**config.mk**
```make
export PLATFORM = sky130hd
export DESIGN_NAME = flash_chunker
export DESIGN_NICKNAME = d
export VERILOG_FILES = /design/src/rtl/fchunk_pkg.sv /design/src/rtl/fchunk_rw_len.sv /design/src/rtl/fchunk_erase_step.sv /design/src/rtl/fchunk_wait_timer.sv /design/src/rtl/flash_chunker.sv
export SDC_FILE = /design/constraint.sdc
export NUM_CORES = 1
export LEC_CHECK = 0
export CAP_MARGIN = 20
export CORE_MARGIN = 5
export CORE_UTILIZATION = 30
export CTS_BUF_LIST = sky130_fd_sc_hd__clkbuf_16
export CTS_CLUSTER_DIAMETER = 100
export DETAILED_ROUTE_END_ITERATION = 6
export DONT_BUFFER_PORTS = 1
export PLACE_DENSITY = 0.49
export SETUP_SLACK_MARGIN = 0.02
export SYNTH_ARGS = -nofsm -noshare
export SYNTH_HDL_FRONTEND = slang
export SYNTH_HIERARCHICAL = 1
export SYNTH_SLANG_ARGS = --single-unit
```
**constraint.sdc**
```tcl
create_clock -name clk_i -period 3.9 [get_ports clk_i]
set_input_delay 0.975 -clock clk_i [delete_from_list [all_inputs] [get_ports clk_i]]
set_output_delay 0.975 -clock clk_i [all_outputs]
set_load 0.005 [all_outputs]
```
**src/rtl/fchunk_pkg.sv**
```systemverilog
package fchunk_pkg;
  typedef enum logic [1:0] {REQ_RD = 2'd0, REQ_WR = 2'd1, REQ_ERASE = 2'd2, REQ_BAD = 2'd3} req_op_e;
  typedef enum logic [1:0] {CYC_RD = 2'd0, CYC_WR = 2'd1, CYC_ER_SM = 2'd2, CYC_ER_LG = 2'd3} cyc_e;
  typedef enum logic [1:0] {RSP_OK = 2'd0, RSP_TMO = 2'd1, RSP_HWERR = 2'd2, RSP_ARGERR = 2'd3} rsp_e;
  typedef enum logic [2:0] {S_IDLE, S_WAIT_IDLE, S_ISSUE, S_WAIT_DONE, S_RESP} state_e;
endpackage

```
**src/rtl/fchunk_rw_len.sv**
```systemverilog
module fchunk_rw_len #(
  parameter int LEN_W      = 24,
  parameter int BUF_BYTES  = 64,
  parameter int PAGE_BYTES = 256,
  localparam int PAGE_W    = $clog2(PAGE_BYTES)
) (
  input  logic [PAGE_W-1:0] addr_lo_i,
  input  logic [LEN_W-1:0]  rem_i,
  output logic [LEN_W-1:0]  len_o
);
  localparam logic [LEN_W-1:0] BUF_L  = LEN_W'(BUF_BYTES);
  localparam logic [LEN_W-1:0] PAGE_L = LEN_W'(PAGE_BYTES);

  logic [LEN_W-1:0] to_page, cap;

  always_comb begin
    to_page = PAGE_L - {{(LEN_W-PAGE_W){1'b0}}, addr_lo_i};
    cap     = (rem_i < BUF_L) ? rem_i : BUF_L;
    len_o   = (to_page < cap) ? to_page : cap;
  end
endmodule

```
**src/rtl/fchunk_erase_step.sv**
```systemverilog
module fchunk_erase_step #(
  parameter int LEN_W       = 24,
  parameter int SMALL_ERASE = 4096,
  parameter int LARGE_ERASE = 65536,
  localparam int LG_W       = $clog2(LARGE_ERASE)
) (
  input  logic [LG_W-1:0]  addr_lo_i,
  input  logic [LEN_W-1:0] rem_i,
  output logic             large_o,
  output logic [LEN_W-1:0] step_o
);
  always_comb begin
    large_o = (addr_lo_i == '0) && (rem_i >= LEN_W'(LARGE_ERASE));
    step_o  = large_o ? LEN_W'(LARGE_ERASE) : LEN_W'(SMALL_ERASE);
  end
endmodule

```
**src/rtl/fchunk_wait_timer.sv**
```systemverilog
module fchunk_wait_timer #(
  parameter int TMO_W = 16
) (
  input  logic             clk_i,
  input  logic             rst_ni,
  input  logic             clr_i,
  input  logic             run_i,
  input  logic [TMO_W-1:0] limit_i,
  output logic             expired_o
);
  logic [TMO_W-1:0] cnt_q;

  always_ff @(posedge clk_i or negedge rst_ni) begin
    if (!rst_ni)                         cnt_q <= '0;
    else if (clr_i)                      cnt_q <= '0;
    else if (run_i && cnt_q != limit_i)  cnt_q <= cnt_q + 1'b1;
  end

  assign expired_o = run_i && (cnt_q == limit_i);
endmodule

```
**src/rtl/flash_chunker.sv**
```systemverilog
module flash_chunker
  import fchunk_pkg::*;
#(
  parameter int ADDR_W      = 32,
  parameter int LEN_W       = 24,
  parameter int BUF_BYTES   = 64,
  parameter int PAGE_BYTES  = 256,
  parameter int SMALL_ERASE = 4096,
  parameter int LARGE_ERASE = 65536,
  parameter int TMO_W       = 16
) (
  input  logic              clk_i,
  input  logic              rst_ni,
  input  logic              req_valid_i,
  output logic              req_ready_o,
  input  logic [1:0]        req_op_i,
  input  logic [ADDR_W-1:0] req_addr_i,
  input  logic [LEN_W-1:0]  req_len_i,
  input  logic [TMO_W-1:0]  tmo_limit_i,
  output logic              cmd_go_o,
  output logic [1:0]        cmd_op_o,
  output logic [ADDR_W-1:0] cmd_addr_o,
  output logic [LEN_W-1:0]  cmd_len_o,
  input  logic              seq_busy_i,
  input  logic              seq_done_i,
  input  logic              seq_err_i,
  output logic              rsp_valid_o,
  output logic [1:0]        rsp_status_o
);
  localparam int PAGE_W = $clog2(PAGE_BYTES);
  localparam int SM_W   = $clog2(SMALL_ERASE);
  localparam int LG_W   = $clog2(LARGE_ERASE);

  state_e           state_q, state_d;
  req_op_e          op_q, req_op;
  rsp_e             status_q, status_d;
  logic [ADDR_W-1:0] addr_q;
  logic [LEN_W-1:0]  rem_q;
  cyc_e              cyc_q;
  logic [ADDR_W-1:0] caddr_q;
  logic [LEN_W-1:0]  clen_q;

  logic [LEN_W-1:0] rw_len, er_len, next_len;
  logic             er_large, tmo_hit, arg_bad;
  cyc_e             next_cyc;

  assign req_op = req_op_e'(req_op_i);

  fchunk_rw_len #(
    .LEN_W(LEN_W), .BUF_BYTES(BUF_BYTES), .PAGE_BYTES(PAGE_BYTES)
  ) u_rw_len (
    .addr_lo_i(addr_q[PAGE_W-1:0]),
    .rem_i    (rem_q),
    .len_o    (rw_len)
  );

  fchunk_erase_step #(
    .LEN_W(LEN_W), .SMALL_ERASE(SMALL_ERASE), .LARGE_ERASE(LARGE_ERASE)
  ) u_erase_step (
    .addr_lo_i(addr_q[LG_W-1:0]),
    .rem_i    (rem_q),
    .large_o  (er_large),
    .step_o   (er_len)
  );

  fchunk_wait_timer #(.TMO_W(TMO_W)) u_timer (
    .clk_i    (clk_i),
    .rst_ni   (rst_ni),
    .clr_i    (state_q != state_d),
    .run_i    ((state_q == S_WAIT_IDLE) || (state_q == S_WAIT_DONE)),
    .limit_i  (tmo_limit_i),
    .expired_o(tmo_hit)
  );

  always_comb begin
    if (op_q == REQ_ERASE) begin
      next_len = er_len;
      next_cyc = er_large ? CYC_ER_LG : CYC_ER_SM;
    end else begin
      next_len = rw_len;
      next_cyc = (op_q == REQ_WR) ? CYC_WR : CYC_RD;
    end
  end

  // erase must be sector aligned in both start and size; code 3 is never legal
  assign arg_bad = (req_op == REQ_BAD) ||
                   ((req_op == REQ_ERASE) &&
                    ((req_addr_i[SM_W-1:0] != '0) || (req_len_i[SM_W-1:0] != '0)));

  always_comb begin
    state_d  = state_q;
    status_d = status_q;
    unique case (state_q)
      S_IDLE: if (req_valid_i) begin
        if (arg_bad) begin
          state_d = S_RESP; status_d = RSP_ARGERR;
        end else if (req_len_i == '0) begin
          state_d = S_RESP; status_d = RSP_OK;
        end else begin
          state_d = S_WAIT_IDLE; status_d = RSP_OK;
        end
      end
      S_WAIT_IDLE: begin
        if (!seq_busy_i)  state_d = S_ISSUE;
        else if (tmo_hit) begin state_d = S_RESP; status_d = RSP_TMO; end
      end
      S_ISSUE: state_d = S_WAIT_DONE;
      S_WAIT_DONE: begin
        if (seq_err_i) begin
          state_d = S_RESP; status_d = RSP_HWERR;
        end else if (seq_done_i) begin
          state_d = (rem_q == clen_q) ? S_RESP : S_WAIT_IDLE;
        end else if (tmo_hit) begin
          state_d = S_RESP; status_d = RSP_TMO;
        end
      end
      S_RESP:  state_d = S_IDLE;
      default: state_d = S_IDLE;
    endcase
  end

  always_ff @(posedge clk_i or negedge rst_ni) begin
    if (!rst_ni) begin
      state_q  <= S_IDLE;
      status_q <= RSP_OK;
      op_q     <= REQ_RD;
      addr_q   <= '0;
      rem_q    <= '0;
      cyc_q    <= CYC_RD;
      caddr_q  <= '0;
      clen_q   <= '0;
    end else begin
      state_q  <= state_d;
      status_q <= status_d;
      if (state_q == S_IDLE && req_valid_i) begin
        op_q   <= req_op;
        addr_q <= req_addr_i;
        rem_q  <= req_len_i;
      end
      if (state_q == S_WAIT_IDLE && !seq_busy_i) begin
        cyc_q   <= next_cyc;
        caddr_q <= addr_q;
        clen_q  <= next_len;
      end
      if (state_q == S_WAIT_DONE && !seq_err_i && seq_done_i) begin
        addr_q <= addr_q + {{(ADDR_W-LEN_W){1'b0}}, clen_q};
        rem_q  <= rem_q - clen_q;
      end
    end
  end

  assign req_ready_o  = (state_q == S_IDLE);
  assign cmd_go_o     = (state_q == S_ISSUE);
  assign cmd_op_o     = cyc_q;
  assign cmd_addr_o   = caddr_q;
  assign cmd_len_o    = clen_q;
  assign rsp_valid_o  = (state_q == S_RESP);
  assign rsp_status_o = status_q;
endmodule

```
==> impl_results.html <==
<table>
<tr><th>Metric</th><th>Value</th></tr>
<tr><th colspan="2">Logic synthesis</th></tr>
<tr><td>Number of synthesized flops with an enable pin</td><td>0</td></tr>
<tr><td>Mapped Avg Cell Area</td><td>about 8.8 um^2</td></tr>
<tr><td>Post-synthesis instance total</td><td>roughly 1100</td></tr>
<tr><td>Most used flip-flop cell after synthesis</td><td>sky130_fd_sc_hd__dfrtp_1</td></tr>
<tr><td>Share of the yosys chip area belonging to registers</td><td>34.4%</td></tr>
<tr><td>Count of warnings emitted by yosys</td><td>6</td></tr>
<tr><td>Post-synthesis register bit count</td><td>137</td></tr>
<tr><td>Async set-reset flop share out of synthesis</td><td>100%</td></tr>
<tr><td>Post-synth cell types</td><td>88</td></tr>
<tr><td>Area of the mapped netlist</td><td>~0.010 mm^2</td></tr>
<tr><th colspan="2">Clocking</th></tr>
<tr><td>Root Driver</td><td>sky130_fd_sc_hd__clkbuf_16</td></tr>
<tr><td>Clock-pin slew on the worst setup and hold paths</td><td>~60 ps</td></tr>
<tr><td>Post-CTS setup buffer count</td><td>0</td></tr>
<tr><td>Worst skew pair latency</td><td>440 ps</td></tr>
<tr><td>Hold-fix buffers, CTS</td><td>0</td></tr>
<tr><td>Maximum count of clock buffers along a single path</td><td>2</td></tr>
<tr><td>TritonCTS clock tree</td><td>yes</td></tr>
<tr><td>Number of clock sinks</td><td>about 140</td></tr>
<tr><td>Number of cells upsized or downsized after cts</td><td>0</td></tr>
<tr><td>Num CTS Buffers</td><td>17</td></tr>
<tr><td># H-tree levels</td><td>4</td></tr>
<tr><th colspan="2">STA</th></tr>
<tr><td>RSZ-0062 raised after global routing</td><td>false</td></tr>
<tr><td>Fmax</td><td>between 200 and 300 MHz</td></tr>
<tr><td>Setup TNS after final layout</td><td>0 ps</td></tr>
<tr><td>Clock skew after layout</td><td>14.2 ps</td></tr>
<tr><td>Max-slew violation count</td><td>0</td></tr>
<tr><td>Slew at the pin with the worst max-slew slack</td><td>just under 800 ps</td></tr>
<tr><td>Worst slew margin relative to its limit</td><td>48.0%</td></tr>
<tr><td>Ratio of final minimum period to clock period</td><td>between 80% and 90%</td></tr>
<tr><td>Final-report hold violation count</td><td>0</td></tr>
<tr><td>Final critical path time including I/O delays and setup</td><td>between 3000 and 4000 ps</td></tr>
<tr><td>Final setup violation count</td><td>0</td></tr>
<tr><th colspan="2">Worst setup path</th></tr>
<tr><td>Arrival time of the worst setup path</td><td>3850 ps</td></tr>
<tr><td>Worst endpoint required time</td><td>roughly 4300 ps</td></tr>
<tr><td>Startpoint type of the worst setup path</td><td>flop</td></tr>
<tr><td>Crit path capture type</td><td>flop</td></tr>
<tr><td>Largest fanout of any net on the critical path</td><td>10</td></tr>
<tr><td>Type of the worst setup path</td><td>reg2reg</td></tr>
<tr><th colspan="2">Die</th></tr>
<tr><td>Die area</td><td>about 0.037 mm^2</td></tr>
<tr><td>Height of the chip</td><td>192 um</td></tr>
<tr><td>Top-level port count</td><td>approximately 140</td></tr>
<tr><td>Total number of placement rows</td><td>66</td></tr>
<tr><td>Initial core utilization</td><td>between 30% and 40%</td></tr>
<tr><td>Width of the die</td><td>a little under 200 um</td></tr>
<tr><td>Area of the core</td><td>0.0327 mm^2</td></tr>
<tr><th colspan="2">Route</th></tr>
<tr><td>Final WL</td><td>between 30000 and 40000 um</td></tr>
<tr><td>Avg Vias per Cell</td><td>between 5 and 6</td></tr>
<tr><td>Number of DRC markers in iteration 0</td><td>between 500 and 600</td></tr>
<tr><td>Per-cell routed wire length</td><td>about 20 um</td></tr>
<tr><td>Drc violations</td><td>0</td></tr>
<tr><td>Routed Antenna Nets</td><td>0</td></tr>
<tr><td>Pre-Repair DR Iteration Count</td><td>5</td></tr>
<tr><td>Total vias in the final route</td><td>between 8000 and 9000</td></tr>
<tr><th colspan="2">Place</th></tr>
<tr><td>Final weighted congestion of routability-driven global placement</td><td>between 0.8 and 0.9</td></tr>
<tr><td>Total of buffers placed on input and output ports</td><td>0</td></tr>
<tr><td>Detailed placer's ending HPWL</td><td>23300 um</td></tr>
<tr><th colspan="2">Global route</th></tr>
<tr><td>Global-route wire length before repair</td><td>approximately 50000 um</td></tr>
<tr><td>Initial antenna violation count</td><td>1</td></tr>
<tr><td>Leftover overflow at the end of global routing</td><td>0</td></tr>
<tr><td>Vias in the first global route</td><td>around 8100</td></tr>
<tr><td>Total routing resource utilization after global routing</td><td>17.2%</td></tr>
<tr><td>Maximum number of pins on one net before global-route repair</td><td>roughly 140</td></tr>
<tr><th colspan="2">Finish</th></tr>
<tr><td>Area occupied by multi-input gates</td><td>between 0.006 and 0.007 mm^2</td></tr>
<tr><td>Total Nets Final</td><td>roughly 1300</td></tr>
<tr><td>Layout cell share with drive strength beyond 1</td><td>roughly 8.8%</td></tr>
<tr><td>Area growth, synth to finish</td><td>10.1%</td></tr>
<tr><td>Register Area</td><td>roughly 0.0034 mm^2</td></tr>
<tr><td>Most common cell after layout, fill and taps aside</td><td>sky130_fd_sc_hd__dfrtp_1</td></tr>
<tr><td>Filler instances</td><td>between 3000 and 4000</td></tr>
<tr><td>Highest-count cells in the layout ignoring fill and taps</td><td>sky130_fd_sc_hd__dfrtp_1, sky130_fd_sc_hd__nand2_1, sky130_fd_sc_hd__nor2_1</td></tr>
<tr><th colspan="2">Power and ir drop</th></tr>
<tr><td>Leakage</td><td>4.70 nW</td></tr>
<tr><td>Largest vdd supply drop</td><td>slightly above 0.0004 V</td></tr>
<tr><td>Final Total Pwr</td><td>~11 mW</td></tr>
<tr><td>PwrDens</td><td>~1000 mW/mm^2</td></tr>
<tr><th colspan="2">Min path</th></tr>
<tr><td>Worst min-delay path class</td><td>in2async</td></tr>
<tr><th colspan="2">Run</th></tr>
<tr><td>Total of max-cap violations</td><td>0</td></tr>
<tr><th colspan="2">Status</th></tr>
<tr><td>Outcome</td><td>complete, no violations</td></tr>
</table>
[report_power, final]
part	switching [mW]	internal [mW]
Sequential	0.891	2.06
Clock	0.677	1.06
Combinational	3.63	2.76
Total	5.20	5.88
[final cells by class]
type | count | area share, %
multi-input combinational | 908 | 55.2
sequential | 137 | 31.2
tap | 442 | 5.04
clock buffer | 17 | 3.88
clock inverter | 14 | 1.65
timing repair buffer | 20 | 1.48
inverter | 43 | 1.47
antenna | 1 | 0.0228
[synth_stat cells (7+ instances only)]
cell / instances / area [um^2]
sky130_fd_sc_hd__dfrtp_1: 137 / 3430
sky130_fd_sc_hd__nand2_1: 137 / 514
sky130_fd_sc_hd__nor2_1: 89 / 334
sky130_fd_sc_hd__a21oi_1: 84 / 420
sky130_fd_sc_hd__ha_1: 57 / 713
sky130_fd_sc_hd__xnor2_1: 47 / 412
sky130_fd_sc_hd__inv_1: 41 / 154
sky130_fd_sc_hd__buf_4: 38 / 285
sky130_fd_sc_hd__clkbuf_1: 38 / 143
sky130_fd_sc_hd__mux2i_1: 35 / 350
sky130_fd_sc_hd__mux2_1: 28 / 315
sky130_fd_sc_hd__nand3_1: 28 / 140
sky130_fd_sc_hd__o21ai_0: 27 / 135
sky130_fd_sc_hd__a31oi_1: 26 / 163
sky130_fd_sc_hd__nor4_1: 22 / 138
sky130_fd_sc_hd__and3_1: 21 / 131
sky130_fd_sc_hd__nor3_1: 21 / 105
sky130_fd_sc_hd__or3_1: 16 / 100
sky130_fd_sc_hd__o21ai_1: 15 / 75.1
sky130_fd_sc_hd__nand4_1: 14 / 87.6
sky130_fd_sc_hd__a21o_1: 13 / 97.6
sky130_fd_sc_hd__nand2b_1: 13 / 81.3
sky130_fd_sc_hd__o211ai_1: 13 / 97.6
sky130_fd_sc_hd__a211oi_1: 10 / 75.1
sky130_fd_sc_hd__nor2b_1: 10 / 62.6
sky130_fd_sc_hd__o31ai_1: 10 / 75.1
sky130_fd_sc_hd__xor2_1: 10 / 87.6
sky130_fd_sc_hd__mux2_2: 9 / 101
sky130_fd_sc_hd__and2_1: 7 / 43.8
[flip-flops by register name (all words and copies together) (netlist names)]
signal / cells
addr_q: 32
cmd_addr_o: 32
cmd_len_o: 24
rem_q: 24
u_timer/cnt_q: 16
state_q: 3
cmd_op_o: 2
op_q: 2
rsp_status_o: 2
[path summary, 6_finish.rpt]
path	cells past startpoint	slack [ps]	startpoint	to
min in group clk_i	1	520	cmd_addr_o[29]	cmd_addr_o[29]
worst min-delay path	0	240	rst_ni	cmd_addr_o[1]
max in group asynchronous	0	3180	rst_ni	cmd_len_o[10]
worst max-delay path	12	400	rem_q[18]	cmd_len_o[6]
worst min register to register	1	520	cmd_addr_o[29]	cmd_addr_o[29]
worst max register to register	12	400	rem_q[18]	cmd_len_o[6]
[critical path, cell delays in order (launching register included)]
cell	delay (ps)
sky130_fd_sc_hd__dfrtp_1	410
sky130_fd_sc_hd__or4_4	550
sky130_fd_sc_hd__nor4_4	380
sky130_fd_sc_hd__buf_4	260
sky130_fd_sc_hd__nand2_4	60
sky130_fd_sc_hd__ha_1	190
sky130_fd_sc_hd__a211oi_2	260
sky130_fd_sc_hd__nand3_1	110
sky130_fd_sc_hd__nor3_1	470
sky130_fd_sc_hd__or2_2	320
sky130_fd_sc_hd__o2bb2ai_1	140
sky130_fd_sc_hd__mux2i_1	90
sky130_fd_sc_hd__a21oi_1	170
[per-layer routing]
metal	share of wire (%)	up-vias	track usage (%)	wire length [um]
li1	-	4039	-	-
met1	47	4000	23.8	14700
met2	45	180	26.4	14200
met3	6.5	27	4.41	2050
met4	1.7	0	5.13	529
met5	0	-	0	0
[cell families (layout without fill, tap and decap cells)]
kind of cell / count (synthesis) / in the layout / synth area share, %
flops: 137 / 137 / 34.4
mux: 72 / 72 / 7.69
simple gates: 418 / 418 / 21.2
compound gates: 263 / 263 / 17.5
buf+inv: 130 / 94 / 6.55
xor+xnor: 57 / 57 / 5.01
other cells: 3 / 40 / 0.113
fa+ha+maj: 59 / 59 / 7.55
[metrics by stage]
| step | setup slack [ps] | instances | area [um^2] | hold slack (ps) | util, % |
|---|---|---|---|---|---|
| 5_1_grt | 163 | 1582 | 11000 | 215 | 33.6 |
| 4_1_cts | 421 | 1581 | 11000 | 210 | 33.6 |
| 3_5_place_dp | 425 | 1550 | 10400 | 493 | 31.7 |
| 2_1_floorplan | 73.4 | 1175 | 10100 | 461 | - |
| 6_report | 399 | 1582 | 11000 | 245 | 33.6 |
| 3_3_place_gp | 475 | 1550 | 10400 | 489 | 31.7 |
No activity file was read; power rests on OpenSTA's default activity.
